File: src/rtl/ext_irq_pkg.sv
// Package: shared register indices and geometry for the external
// interrupt controller. Assumes word-aligned 32-bit registers.
package ext_irq_pkg;
    localparam int unsigned REG_W      = 32;
    localparam int unsigned NUM_BANKS  = 2;
    localparam int unsigned BANK_SHIFT = 5;   // bank stride 0x20

    typedef enum logic [2:0] {
        RI_IMASK  = 3'd0,
        RI_EMASK  = 3'd1,
        RI_RISE   = 3'd2,
        RI_FALL   = 3'd3,
        RI_SWTRIG = 3'd4,
        RI_PEND   = 3'd5
    } reg_idx_e;

    localparam logic [2:0] LAST_IDX = 3'd5;
endpackage

File: src/rtl/ext_irq_sync.sv
// Module: two-flop synchronizer plus edge detector for asynchronous
// line inputs. Assumes inputs are level signals held at least two clock
// cycles. rise/fall are one-cycle strobes on the synchronized signal.
module ext_irq_sync #(
    parameter int unsigned N = 16
) (
    input  logic         clk,
    input  logic         rst_n,
    input  logic [N-1:0] async_in,
    output logic [N-1:0] rise,
    output logic [N-1:0] fall
);
    logic [N-1:0] meta_q, sync_q, prev_q;

    // Purpose: sample the inputs twice and keep the previous synced value.
    always_ff @(posedge clk) begin
        if (!rst_n) begin
            meta_q <= '0;
            sync_q <= '0;
            prev_q <= '0;
        end else begin
            meta_q <= async_in;
            sync_q <= meta_q;
            prev_q <= sync_q;
        end
    end

    // Purpose: compare the current and previous synchronized values per line.
    for (genvar i = 0; i < N; i++) begin : g_edge
        assign rise[i] = sync_q[i] & ~prev_q[i];
        assign fall[i] = ~sync_q[i] & prev_q[i];
    end

    // a rise strobe lasts exactly one cycle
    a_r5_rise_single: assert property (@(posedge clk) disable iff (!rst_n)
        (rise != '0) |=> ((rise & $past(rise)) == '0));
endmodule

File: src/rtl/ext_irq_decode.sv
// Module: address decoder. Splits a byte address into a bank number and
// a register index and flags legal accesses. Assumes only aligned word
// accesses are legal. All other addresses are reported as misses.
module ext_irq_decode
    import ext_irq_pkg::*;
#(
    parameter int unsigned ADDR_W = 8
) (
    input  logic [ADDR_W-1:0] addr,
    output logic              hit,
    output logic              bank,
    output logic [2:0]        idx
);
    logic aligned, in_window;

    // Purpose: derive the bank and index and check that the offset is defined.
    always_comb begin
        aligned   = (addr[1:0] == 2'b00);
        in_window = (addr[ADDR_W-1:BANK_SHIFT+1] == '0);
        bank      = addr[BANK_SHIFT];
        idx       = addr[4:2];
        hit       = aligned && in_window && (idx <= LAST_IDX);
    end
endmodule

File: src/rtl/ext_irq_bank.sv
// Module: one bank of interrupt lines with its registers, edge capture,
// software trigger and write-one-to-clear pending logic. Assumes rise/fall
// are single-cycle synchronized strobes. irq_out is registered, so it is
// high in the same cycle the new pending bit becomes visible.
module ext_irq_bank
    import ext_irq_pkg::*;
#(
    parameter int unsigned LINES = 32,
    parameter logic [31:0] FIXED = 32'h0
) (
    input  logic        clk,
    input  logic        rst_n,
    input  logic        wr_en,
    input  logic [2:0]  wr_idx,
    input  logic [31:0] wr_data,
    input  logic [2:0]  rd_idx,
    output logic [31:0] rd_data,
    input  logic [31:0] rise_in,
    input  logic [31:0] fall_in,
    output logic [31:0] irq_out
);
    localparam logic [63:0] VALID64 = (64'd1 << LINES) - 64'd1;
    localparam logic [31:0] VALID   = VALID64[31:0];
    localparam logic [31:0] CFG     = VALID & ~FIXED;

    logic [31:0] imr_q, emr_q, rtsr_q, ftsr_q, swtr_q, pr_q, irq_q;
    logic [31:0] edge_set, sw_req, sw_set, clr, pr_d, swtr_d;
    logic        wr_sw, wr_pend;

    // Purpose: compute the new pending set from edges, triggers and clears.
    always_comb begin
        wr_sw    = wr_en && (wr_idx == RI_SWTRIG);
        wr_pend  = wr_en && (wr_idx == RI_PEND);
        edge_set = imr_q & VALID & ((rise_in & rtsr_q) | (fall_in & ftsr_q));
        sw_req   = wr_data & CFG;
        sw_set   = wr_sw ? (sw_req & ~swtr_q & imr_q & ~pr_q) : '0;
        clr      = wr_pend ? (pr_q & wr_data & CFG) : '0;
        pr_d     = (pr_q & ~clr) | edge_set | sw_set;
        swtr_d   = wr_sw ? sw_req : (swtr_q & ~clr);
    end

    // Purpose: hold the configuration registers and take masked writes.
    always_ff @(posedge clk) begin
        if (!rst_n) begin
            imr_q  <= FIXED & VALID;
            emr_q  <= '0;
            rtsr_q <= '0;
            ftsr_q <= '0;
        end else if (wr_en) begin
            case (wr_idx)
                RI_IMASK: imr_q  <= wr_data & VALID;
                RI_EMASK: emr_q  <= wr_data & VALID;
                RI_RISE:  rtsr_q <= wr_data & CFG;
                RI_FALL:  ftsr_q <= wr_data & CFG;
                default:  ;
            endcase
        end
    end

    // Purpose: update the pending and trigger state and register the pulses.
    always_ff @(posedge clk) begin
        if (!rst_n) begin
            pr_q   <= '0;
            swtr_q <= '0;
            irq_q  <= '0;
        end else begin
            pr_q   <= pr_d;
            swtr_q <= swtr_d;
            irq_q  <= edge_set | sw_set;
        end
    end

    // Purpose: read multiplexer for the register index.
    always_comb begin
        case (rd_idx)
            RI_IMASK:  rd_data = imr_q;
            RI_EMASK:  rd_data = emr_q;
            RI_RISE:   rd_data = rtsr_q;
            RI_FALL:   rd_data = ftsr_q;
            RI_SWTRIG: rd_data = swtr_q;
            RI_PEND:   rd_data = pr_q;
            default:   rd_data = '0;
        endcase
    end

    assign irq_out = irq_q;

    // a line that was disabled cannot become newly pending
    a_r7_masked_no_pend: assert property (@(posedge clk) disable iff (!rst_n)
        1'b1 |=> ((pr_q & ~$past(pr_q) & ~$past(imr_q)) == '0));

    // every pulse is matched by a set pending bit
    a_r5_pulse_has_pend: assert property (@(posedge clk) disable iff (!rst_n)
        ((irq_q & ~pr_q) == '0));

    // pending bits only drop after a pending-register write
    a_r9_clear_needs_write: assert property (@(posedge clk) disable iff (!rst_n)
        !wr_pend |=> ((pr_q & $past(pr_q)) == $past(pr_q)));

    // a trigger bit that was already 1 does not pulse again
    a_r8_no_repeat: assert property (@(posedge clk) disable iff (!rst_n)
        wr_sw |=> ((irq_q & $past(swtr_q) & ~$past(rise_in | fall_in)) == '0));

    // a selected edge wins over a simultaneous clear
    a_r10_edge_wins: assert property (@(posedge clk) disable iff (!rst_n)
        (wr_pend && ((rise_in & rtsr_q & imr_q) != '0))
        |=> ((pr_q & $past(rise_in & rtsr_q & imr_q)) == $past(rise_in & rtsr_q & imr_q)));
endmodule

File: src/rtl/ext_irq_ctrl.sv
// Module: top level of the edge-triggered external interrupt controller.
// Synchronizes the line inputs, decodes the register port and instantiates
// one bank per line group. Assumes aligned 32-bit accesses only, and that
// EDGE_LINES is at most BANK0_LINES.
module ext_irq_ctrl
    import ext_irq_pkg::*;
#(
    parameter int unsigned ADDR_W      = 8,
    parameter int unsigned BANK0_LINES = 32,
    parameter int unsigned BANK1_LINES = 8,
    parameter logic [31:0] BANK0_FIXED = 32'hFF82_0000,
    parameter logic [31:0] BANK1_FIXED = 32'h0000_0087,
    parameter int unsigned EDGE_LINES  = 16,
    localparam int unsigned OUT_W      = BANK0_LINES + BANK1_LINES
) (
    input  logic              clk,
    input  logic              rst_n,
    input  logic [ADDR_W-1:0] bus_addr,
    input  logic              bus_wen,
    input  logic [31:0]       bus_wdata,
    output logic [31:0]       bus_rdata,
    input  logic [EDGE_LINES-1:0] line_in,
    output logic [OUT_W-1:0]  irq_pulse
);
    logic [EDGE_LINES-1:0] rise_n, fall_n;
    logic [31:0]           rise_w, fall_w;
    logic                  hit, bank_sel;
    logic [2:0]            idx;
    logic [31:0]           bank_rd  [NUM_BANKS];
    logic [31:0]           bank_irq [NUM_BANKS];

    ext_irq_sync #(.N(EDGE_LINES)) i_sync (
        .clk(clk), .rst_n(rst_n), .async_in(line_in),
        .rise(rise_n), .fall(fall_n)
    );

    ext_irq_decode #(.ADDR_W(ADDR_W)) i_dec (
        .addr(bus_addr), .hit(hit), .bank(bank_sel), .idx(idx)
    );

    // input strobes land on bank 0 lines 0..EDGE_LINES-1
    assign rise_w = 32'(rise_n);
    assign fall_w = 32'(fall_n);

    for (genvar b = 0; b < NUM_BANKS; b++) begin : g_bank
        localparam int unsigned LN = (b == 0) ? BANK0_LINES : BANK1_LINES;
        localparam logic [31:0] FX = (b == 0) ? BANK0_FIXED : BANK1_FIXED;
        logic wr_b;
        assign wr_b = bus_wen && hit && (bank_sel == 1'(b));
        ext_irq_bank #(.LINES(LN), .FIXED(FX)) i_bank (
            .clk(clk), .rst_n(rst_n),
            .wr_en(wr_b), .wr_idx(idx), .wr_data(bus_wdata),
            .rd_idx(idx), .rd_data(bank_rd[b]),
            .rise_in((b == 0) ? rise_w : 32'h0),
            .fall_in((b == 0) ? fall_w : 32'h0),
            .irq_out(bank_irq[b])
        );
    end

    // Purpose: select the read data of the addressed bank, or 0 on a miss.
    always_comb begin
        bus_rdata = hit ? bank_rd[bank_sel] : '0;
    end

    assign irq_pulse = {bank_irq[1][BANK1_LINES-1:0], bank_irq[0][BANK0_LINES-1:0]};

    // outputs are quiet in the cycle after reset
    a_r1_quiet_after_reset: assert property (@(posedge clk)
        $rose(rst_n) |-> (irq_pulse == '0));
endmodule

File: config.mk
export PLATFORM = sky130hd
export DESIGN_NAME = ext_irq_ctrl
export DESIGN_NICKNAME = d
export VERILOG_FILES = /design/src/rtl/ext_irq_pkg.sv /design/src/rtl/ext_irq_sync.sv /design/src/rtl/ext_irq_decode.sv /design/src/rtl/ext_irq_bank.sv /design/src/rtl/ext_irq_ctrl.sv
export SDC_FILE = /design/constraint.sdc
export NUM_CORES = 1
export LEC_CHECK = 0
export BUFFER_PORTS_ARGS = -buffer_cell sky130_fd_sc_hd__buf_2
export CAP_MARGIN = 20
export CORE_ASPECT_RATIO = 0.5
export CORE_MARGIN = 8
export CORE_UTILIZATION = 35
export DETAILED_ROUTE_END_ITERATION = 7
export PLACE_DENSITY = 0.53
export SYNTH_ARGS = -nofsm -noshare
export SYNTH_HDL_FRONTEND = slang
export SYNTH_SLANG_ARGS = --single-unit
File: constraint.sdc
create_clock -name clk -period 2.25 [get_ports clk]
set_clock_uncertainty 0.2 [all_clocks]
set_input_delay 0.225 -clock clk [delete_from_list [all_inputs] [get_ports clk]]
set_output_delay 0.225 -clock clk [all_outputs]
set_load 0.1 [all_outputs]
==> results of run 1 <==
==> worst reg2reg max path, stage by stage, from the launching register on <==
cell,delay (ns)
dfxtp_1,0.50
nand3b_1,0.16
a21boi_0,0.09
a41oi_1,0.25
a21boi_0,0.12
==> metal layers <==
metal  global-route usage, %  wire (µm)
met1                   25.19      17020
met5                       0          0
met4                   4.683        784
met2                   31.11      17470
met3                   3.105       2148
==> cell families after synthesis <==
logic type      synth area share (%)
compound gates                 18.85
buf+inv                        5.340
flops                          45.73
mux                            7.899
other cells                  0.03321
simple gates                   22.15
==> power by group through the flow <==
stage	logic [W]	clock network [W]	registers (W)
after floorplan	0.000483	0	0.00472
after global placement	0.000739	0	0.00472
after detailed placement	0.000743	0	0.00473
after CTS	0.000825	0.00441	0.00462
after global routing	0.000886	0.00460	0.00462
final	0.000838	0.00430	0.00462
==> area by class of cell <==
type / instances / area, µm² / area share [%]
Tap cell: 432 / 540.5 / 3.455
Sequential cell: 258 / 5199 / 33.23
Clock buffer: 27 / 643.1 / 4.111
Multi-Input combinational cell: 874 / 6156 / 39.35
Timing Repair Buffer: 300 / 2867 / 18.32
Clock inverter: 18 / 180.2 / 1.152
Inverter: 16 / 60.06 / 0.3839
==> timing repair <==
| action | 4_1_cts | 5_1_grt |
|---|---|---|
| endpoints found under the hold margin | 208 | 0 |
| gates resized for setup | 49 | 26 |
| pin swaps | 18 | 5 |
| setup buffers | 10 | 2 |
| endpoints found under the setup margin | 32 | 30 |
| hold buffers | 48 | 0 |
==> stage by stage <==
stage | utilization (%) | setup TNS (ns)
global placement | 44.20 | -4.745
global route | 49.33 | -1.421
detailed placement | 44.20 | -8.196
CTS | 48.99 | -1.139
floorplan | - | -6.411
finish | 49.33 | -0.8521
==> layout by cell type (no fill, tap or decap), drive strengths merged, types with 3 or more instances in the layout <==
master / netlist / routed
nor2: 55 / 55
a31o: 9 / 9
a211oi: 4 / 4
and3: 4 / 4
and4: 10 / 10
o22ai: 8 / 8
clkbuf: 86 / 28
a22oi: 42 / 42
dlygate4sd3: 0 / 48
o211ai: 7 / 7
bufinv: 0 / 3
a41oi: 15 / 15
o22a: 4 / 4
nor2b: 44 / 44
conb: 1 / 14
o221a: 5 / 5
clkinv: 0 / 9
dfxtp: 258 / 258
a21boi: 108 / 108
a32o: 18 / 18
nand2: 223 / 223
nand3b: 34 / 34
clkinvlp: 0 / 6
a21oi: 11 / 11
o21ai: 34 / 34
nand3: 49 / 49
nor3: 7 / 7
nor4: 5 / 5
nand4: 7 / 7
and2: 54 / 54
a221o: 3 / 3
mux4: 7 / 7
mux2i: 34 / 34
mux2: 35 / 35
a221oi: 9 / 9
inv: 16 / 16
buf: 36 / 251
==> path summary, 6_finish.rpt <==
kind | endpoint | slack, ns | depth (start not counted)
min | g_bank[1].i_bank.imr_q[2] | 0.03 | 3
max reg2reg | g_bank[0].i_bank.pr_q[0] | 0.79 | 4
max | bus_rdata[2] | -0.29 | 5
min reg2reg | i_sync.sync_q[10] | 0.22 | 1
==> state kept, by name, indices dropped and copies added (netlist names) <==
name,cells
i_sync.prev_q,16
g_bank.i_bank.pr_q,26
i_sync.meta_q,16
g_bank.i_bank.irq_out,26
g_bank.i_bank.rtsr_q,26
g_bank.i_bank.emr_q,40
i_sync.sync_q,16
g_bank.i_bank.imr_q,40
g_bank.i_bank.ftsr_q,26
g_bank.i_bank.swtr_q,26
==> flow_metrics.tcl, run 1 <==
set metrics [dict create \
    rsz0062_at_grt "true" \
    critical-path-max-stage-delay_ns 0.48 \
    syn_inst 1257 \
    synth_seq_cells 258 \
    gp_congestion 0.8765 \
    ir_drop_v 0.0005572 \
    layout_setup_ws_ns -0.2862 \
    placementRows 46 \
    crit_path_top_delay_cell "mux4_2" \
    yosys-top-cells-area "dfxtp_1 (46%), nand2_1 (7.4%), a21boi_0 (7.0%)" \
    wire_per_inst_um 19.44 \
    syn_area_um2 11290 \
    initial_core_util_pct 35.61 \
    grt_max_degree 155 \
    crit_chain "mux4_2 > a221oi_1 > buf_4 > a211oi_4 > buf_12" \
    cts-root-buf "clkbuf_16" \
    synth_common_cells "dfxtp_1 (258), nand2_1 (223), a21boi_0 (106)" \
    yosysMostFrequentCell "dfxtp_1" \
    clkPwrFrac_pct 44.1 \
    place_inst 1821 \
    synthArstFlopShare_pct 0 \
    fin_hold_ws_ns 0.03426 \
    fin_nets 1534 \
    seq_area_frac_synth_pct 45.73 \
    internal_power_w 0.007349 \
    dieArea_um2 38620 \
    critical_path_class "reg -> out" \
    coreArea_um2 31710 \
    clock_path_buffers 3 \
    cts_buffers 25 \
    cts.sinks 258 \
    grt_overflow 0 \
    drive_above_1_share_pct 30.94 \
    drt_iter0_drc 637 \
    status "finished, violations left" \
    portBuffers 116 \
    endpoint_kind "primary output" \
    swShare_pct 24.73 \
    cts_tree "done" \
    min_from "rst_n" \
    n_fill_cell 2910 \
    syn_avg_cell_area_um2 8.984 \
    place_ws_ns -0.2115 \
    maxCapViolCount 0 \
    vias 9967 \
    clk_latency_ns 0.53 \
    diodes 0 \
    crit_fanout 3 \
    ys_types 51 \
    avgViaCountPerCell 5.178 \
    instances_no_fill 1925 \
    clk_pin_slew_ns 0.07 \
    antenna_found_initial 1 \
    setup_viol_count_final 9 \
    power_w 0.009764 \
    period_needed_ns 2.536 \
    syn_to_final_growth_pct 38.53 \
    critPathRequiredTime_ns 1.82 \
    cp_num_buf_inv 2 \
    grt.total_usage_pct 18.71 \
    finalWirelength_um 37430 \
    finalCritPeriodShare_pct 112.7 \
    ys.flop_type "dfxtp_1" \
    path_delay_family "multiplexers" \
    pwr_density_cell_nw_per_um2 624.1 \
    drcViolationCount 0 \
    p_comb_share_pct 8.6 \
    switchingPower_w 0.002415 \
    grt_pass1_wl_um 57650 \
    die_x_um 270.0 \
    detail-route-antenna-nets 0 \
    max_freq_mhz 394.3 \
    postLayoutCellArea_um2 15650 \
    synth_top_cell_area_share_pct 45.73 \
    slew_headroom_pct 59.09 \
    reg2reg_from "i_sync.sync_q[0]" \
    grt_pass1_vias 9863 \
    synth_top_area_cell "dfxtp_1" \
    yosys_warnings 0 \
    dp_hpwl_um 25620 \
    cp.arrival_ns 2.11 \
    dpl_cell_area_um2 14020 \
    start_kind "flop" \
    die_h_um 143.0 \
    startpoint "g_bank[0].i_bank.ftsr_q[2]" \
    synth-edff-count 0 \
    hold_path.class "in -> reg" \
    firstDrtPassIters 5 \
    cts_max_level 1 \
    power_leakage_nw 5.675 \
    p_seq_share_pct 47.3 \
    finalHoldViolCount 0 \
    worstMarginPinSlew_ns 0.6136 \
    violations "setup timing" \
    slew_violations 0 \
    pin_count 131 \
]
Power figures use the tool's default switching activity.
==> run 2: changes to the inputs <==
- PLACE_DENSITY: 0.53 -> 0.51
- clock period: 2.25 -> 2.9 ns (I/O delays scaled with it)
==> run 2 against run 1 <==
  * The run now ends clean
  * Routed wire length shrank 2.4%
  * Hold slack gained 0.11 ns
  * Final area shrank 6.7%
  * First-iteration DRC count is 7.7% higher
  * Largest cell class unchanged
  * Sequential cell count unchanged
  * Die area is the same
  * Worst setup slack better by 0.48 ns
  * Total power is 23% lower
  * Register-to-register slack improved by 0.66 ns
  * Critical path type is now in -> out
==> flow_metrics.tcl, run 2 (same netlist as run 1, synthesis figures left out) <==
set metrics [dict create \
    internal_power_w 0.005705 \
    power_w 0.007515 \
    pwr_density_cell_nw_per_um2 515.1 \
    p_comb_share_pct 7.6 \
    layout_commonest_cell "dfxtp_1" \
    cts_setup_buffers 0 \
    finalWirelength_um 36530 \
    detail-route-antenna-nets 0 \
    r2r_setup_slack_ns 1.45 \
    grt_max_degree 126 \
    fin_nets 1464 \
    start_kind "primary input" \
    hold_depth 5 \
    pin_count 131 \
    drive_above_1_share_pct 22.19 \
    min_from "bus_wen" \
    reg2reg_from "i_sync.sync_q[0]" \
    gp_congestion 0.8685 \
    portBuffers 116 \
    firstDrtPassIters 6 \
    slew_headroom_pct 55.73 \
    initial_core_util_pct 35.61 \
    rsz0062_at_grt "false" \
    grt.total_usage_pct 18.30 \
    instances_no_fill 1857 \
    avgViaCountPerCell 5.263 \
    endpoint_kind "primary output" \
    cp.arrival_ns 2.21 \
    status "complete, no violations" \
    place_inst 1760 \
    finalCritPeriodShare_pct 93.24 \
    p_seq_share_pct 47.7 \
    switchingPower_w 0.001810 \
    dp_hpwl_um 24280 \
    dieArea_um2 38620 \
    crit_fanout 9 \
    post_cts_resized 0 \
    reg2reg_depth 4 \
    cts-root-buf "clkbuf_16" \
    worstMarginPinSlew_ns 0.6641 \
    grt_pass1_vias 9662 \
    vias 9774 \
    period_needed_ns 2.704 \
    finalHoldViolCount 0 \
    reg2reg_to "g_bank[0].i_bank.pr_q[0]" \
    grt_overflow 0 \
    clk_latency_ns 0.54 \
    critPathRequiredTime_ns 2.41 \
    drt_iter0_drc 686 \
    placementRows 46 \
    whs_endpoint "g_bank[1].i_bank.emr_q[7]" \
    setup_viol_count_final 0 \
    grt_pass1_wl_um 56560 \
    n_fill_cell 3043 \
    place_ws_ns 0.1877 \
    cts.sinks 258 \
    max_freq_mhz 369.8 \
    antenna_found_initial 1 \
    swShare_pct 24.08 \
    slew_violations 0 \
    die_x_um 270.0 \
    final_util_pct 46.01 \
    clkPwrFrac_pct 44.7 \
    critical_path_class "in -> out" \
    clock_path_buffers 3 \
    drcViolationCount 0 \
    wire_per_inst_um 19.67 \
    cts_max_level 1 \
    layout_setup_ws_ns 0.1961 \
    layout_common_cells "dfxtp_1 (258), nand2_1 (223), a21boi_0 (106), buf_2 (83), buf_4 (57)" \
    syn_to_final_growth_pct 29.19 \
    ir_drop_v 0.0003325 \
    clk_pin_slew_ns 0.06 \
    cts_tree "done" \
    die_h_um 143.0 \
    cts_buffers 25 \
    coreArea_um2 31710 \
    hold_path.class "in -> reg" \
    reg.largest.list "g_bank.i_bank.emr_q (40), g_bank.i_bank.imr_q (40)" \
    power_leakage_nw 5.161 \
    cts-hold-fix-buffers 49 \
    maxCapViolCount 0 \
]
run 2: area by class of cell:
class | count | area, µm² | area share (%)
Inverter | 16 | 60.06 | 0.4116
Timing Repair Buffer | 230 | 2153 | 14.76
Clock inverter | 8 | 101.3 | 0.6946
Clock buffer | 38 | 734.5 | 5.034
Tap cell | 432 | 540.5 | 3.705
Multi-Input combinational cell | 874 | 5833 | 39.98
Antenna cell | 1 | 2.502 | 0.01715
Sequential cell | 258 | 5165 | 35.40
run 2: critical path: stages:
cell and delay (ns):
buf_2 0.11, or4_1 0.55, or3_2 0.52, buf_4 0.24
nor3_2 0.28, buf_12 0.21
run 2: through the flow:
step                hold WS (ns)  instance area (µm²)  setup TNS, ns
finish                    0.1462                14590              0
global route              0.1461                14590              0
CTS                       0.1260                14560              0
detailed placement        0.2169                13230              0
global placement          0.2158                13230              0
floorplan                 0.2119                11580         -5.118
run 2: worst max-delay path by stage:
stage | from | to
after floorplan | bus_addr[7] | bus_rdata[8]
after global placement | bus_addr[7] | bus_rdata[10]
after detailed placement | bus_addr[7] | bus_rdata[18]
after CTS | bus_addr[7] | bus_rdata[10]
after global routing | bus_addr[7] | bus_rdata[18]
final | bus_addr[7] | bus_rdata[18]
run 2: power by group through the flow:
stage / clock, W / sequential, W / combinational [W]
floorplan: 0 / 0.00366 / 0.000345
global placement: 0 / 0.00367 / 0.000510
detailed placement: 0 / 0.00367 / 0.000513
CTS: 0.00344 / 0.00359 / 0.000568
global route: 0.00361 / 0.00359 / 0.000605
finish: 0.00336 / 0.00359 / 0.000572
run 2: routing by layer:
| layer | GRT usage [%] | share of wire [%] |
|---|---|---|
| met5 | 0 | 0 |
| met4 | 4.795 | 2.0 |
| met3 | 3.088 | 5.2 |
| met2 | 30.16 | 47 |
| met1 | 24.73 | 46 |
==> run 3: changes to the inputs <==
- SETUP_SLACK_MARGIN: default -> 0.2
==> run 3 against run 2 <==
  * Total power rose by 4.5%
  * Fmax rose by 2.7%
  * Critical path depth fell by 2
  * Final area rose by 0.53%
  * Register-to-register slack improved by 0.02 ns
  * Clock power rose by 10%
  * Non-clock buffer count fell by 7
  * Global-route usage rose by 0.20 points
  * Largest power group is now the clock network
  * Highest routed layer unchanged
==> flow_metrics.tcl, run 3 (same netlist as run 1, synthesis figures left out) <==
set metrics [dict create \
    layout_common_cells "dfxtp_1 (258), nand2_1 (222), a21boi_0 (106), buf_2 (83), and2_1 (54)" \
    clk_pin_slew_ns 0.06 \
    multi_input_area_um2 5912 \
    cp.arrival_ns 2.14 \
    p_comb_share_pct 7.2 \
    critical_path_class "reg -> out" \
    fin_nets 1457 \
    endpoint_kind "primary output" \
    r2r_setup_slack_ns 1.47 \
    reg2reg_to "g_bank[0].i_bank.pr_q[0]" \
    antenna_found_initial 0 \
    initial_core_util_pct 35.61 \
    grt_pass1_wl_um 57140 \
    setup_viol_count_final 0 \
    fin_hold_ws_ns 0.1647 \
    clock_path_buffers 3 \
    grt_overflow 0 \
    cts_max_level 1 \
    max_freq_mhz 379.8 \
    cts_tree "done" \
    pin_count 131 \
    syn_to_final_growth_pct 29.88 \
    drcViolationCount 0 \
    crit_fanout 3 \
    hold_depth 4 \
    grt.total_usage_pct 18.50 \
    die_x_um 270.0 \
    vias 9763 \
    reg2reg_depth 4 \
    whs_endpoint "g_bank[0].i_bank.swtr_q[2]" \
    grt_pass1_vias 9771 \
    dp_hpwl_um 24350 \
    die_h_um 143.0 \
    reg2reg_from "i_sync.sync_q[0]" \
    portBuffers 116 \
    detail-route-antenna-nets 0 \
    p_seq_share_pct 45.7 \
    switchingPower_w 0.001813 \
    swShare_pct 23.08 \
    drive_above_1_share_pct 22.47 \
    worstMarginPinSlew_ns 0.9027 \
    seqCellArea_um2 5165 \
    diodes 0 \
    maxCapViolCount 0 \
    start_kind "flop" \
    hold_path.class "in -> reg" \
    period_needed_ns 2.633 \
    finalCritPeriodShare_pct 90.80 \
    grt_max_degree 245 \
    clk_latency_ns 0.53 \
    slew_violations 0 \
    min_from "rst_n" \
    status "complete, no violations" \
    finalHoldViolCount 0 \
    pwr_density_cell_nw_per_um2 535.5 \
    firstDrtPassIters 6 \
    critPathRequiredTime_ns 2.41 \
    drt_iter0_drc 588 \
    cts-root-buf "clkbuf_16" \
    gp_congestion 0.8723 \
    slew_headroom_pct 39.82 \
    internal_power_w 0.006042 \
    wire_per_inst_um 19.93 \
    power_leakage_nw 5.186 \
    layout_commonest_cell "dfxtp_1" \
    reg.largest.list "g_bank.i_bank.emr_q (40), g_bank.i_bank.imr_q (40)" \
    dieArea_um2 38620 \
    coreArea_um2 31710 \
    rsz0062_at_grt "false" \
    ir_drop_v 0.0003504 \
    placementRows 46 \
    tns_ns 0 \
    cts_buffers 25 \
    avgViaCountPerCell 5.286 \
    finalWirelength_um 36820 \
    cts.sinks 258 \
    n_fill_cell 3046 \
    clkPwrFrac_pct 47.1 \
]
-- run 3: cell count changes in the layout (fill, tap and decap cells not counted), moves of 3 or more --
| cell | delta |
|---|---|
| buf_4 | -4 |
| bufinv_16 | +5 |
| clkbuf_1 | -5 |
| clkbuf_8 | -3 |
| clkinv_2 | +3 |
| nor2_2 | -3 |
| nor2_4 | +4 |
| nor3_2 | -4 |
| nor3_4 | +4 |
-- run 3: stage by stage --
step	total power, W	area [µm²]	cells	setup WS (ns)	util (%)
6_report	0.007855	14670	1847	0.2667	46.25
4_1_cts	0.007945	14660	1847	0.2189	46.23
2_1_floorplan	0.004013	11700	1270	0.06355	-
3_3_place_gp	0.004172	13260	1755	0.3047	41.80
3_5_place_dp	0.004177	13260	1755	0.2791	41.80
5_1_grt	0.008120	14670	1847	0.2178	46.25
-- run 3: worst max-delay path by stage --
stage	start	to	slack, ns	depth (start not counted)
6_report	g_bank[0].i_bank.ftsr_q[2]	bus_rdata[2]	0.27	4
5_1_grt	g_bank[0].i_bank.ftsr_q[2]	bus_rdata[2]	0.22	4
4_1_cts	g_bank[0].i_bank.imr_q[6]	bus_rdata[6]	0.22	5
3_5_place_dp	bus_addr[3]	g_bank[0].i_bank.rtsr_q[16]	0.28	7
3_3_place_gp	bus_addr[7]	bus_rdata[15]	0.30	6
2_1_floorplan	bus_addr[2]	bus_rdata[4]	0.06	6
-- run 3: critical path: stages, from the launching register on --
cell and delay (ns):
dfxtp_1 0.35, mux4_2 0.50, a221oi_1 0.48, a211oi_4 0.09, buf_12 0.19
-- run 3: layout make-up --
class                   instances  area share (%)
multi-input cells             874           40.31
flip-flops and latches        258           35.21
well taps                     432           3.685
repair buffers                223           14.08
inverters                      16          0.4095
clock inverters                14           1.706
clock buffers                  30           4.598
-- run 3: layer usage --
layer  part of all wire (%)  global-route usage, %  routed length [µm]
met1                     46                  24.90               17030
met2                     45                  29.96               16640
met3                    6.3                  3.839                2329
met4                    2.2                  5.078                 816
met5                      0                      0                   0
-- run 3: repair_timing --
action / CTS / global route
endpoints found under the hold margin: 178 / 0
hold buffers: 48 / 0
gates resized for setup: 0 / 1
setup endpoints to repair: 0 / 1
setup buffers: 0 / 0
-- run 3: power by group through the flow --
stage                     logic [W]  clock network, W  registers [W]
after detailed placement   0.000509                 0        0.00367
after floorplan            0.000353                 0        0.00366
after CTS                  0.000563           0.00380        0.00359
after global placement     0.000505                 0        0.00367
after global routing       0.000598           0.00393        0.00359
final                      0.000565           0.00370        0.00359
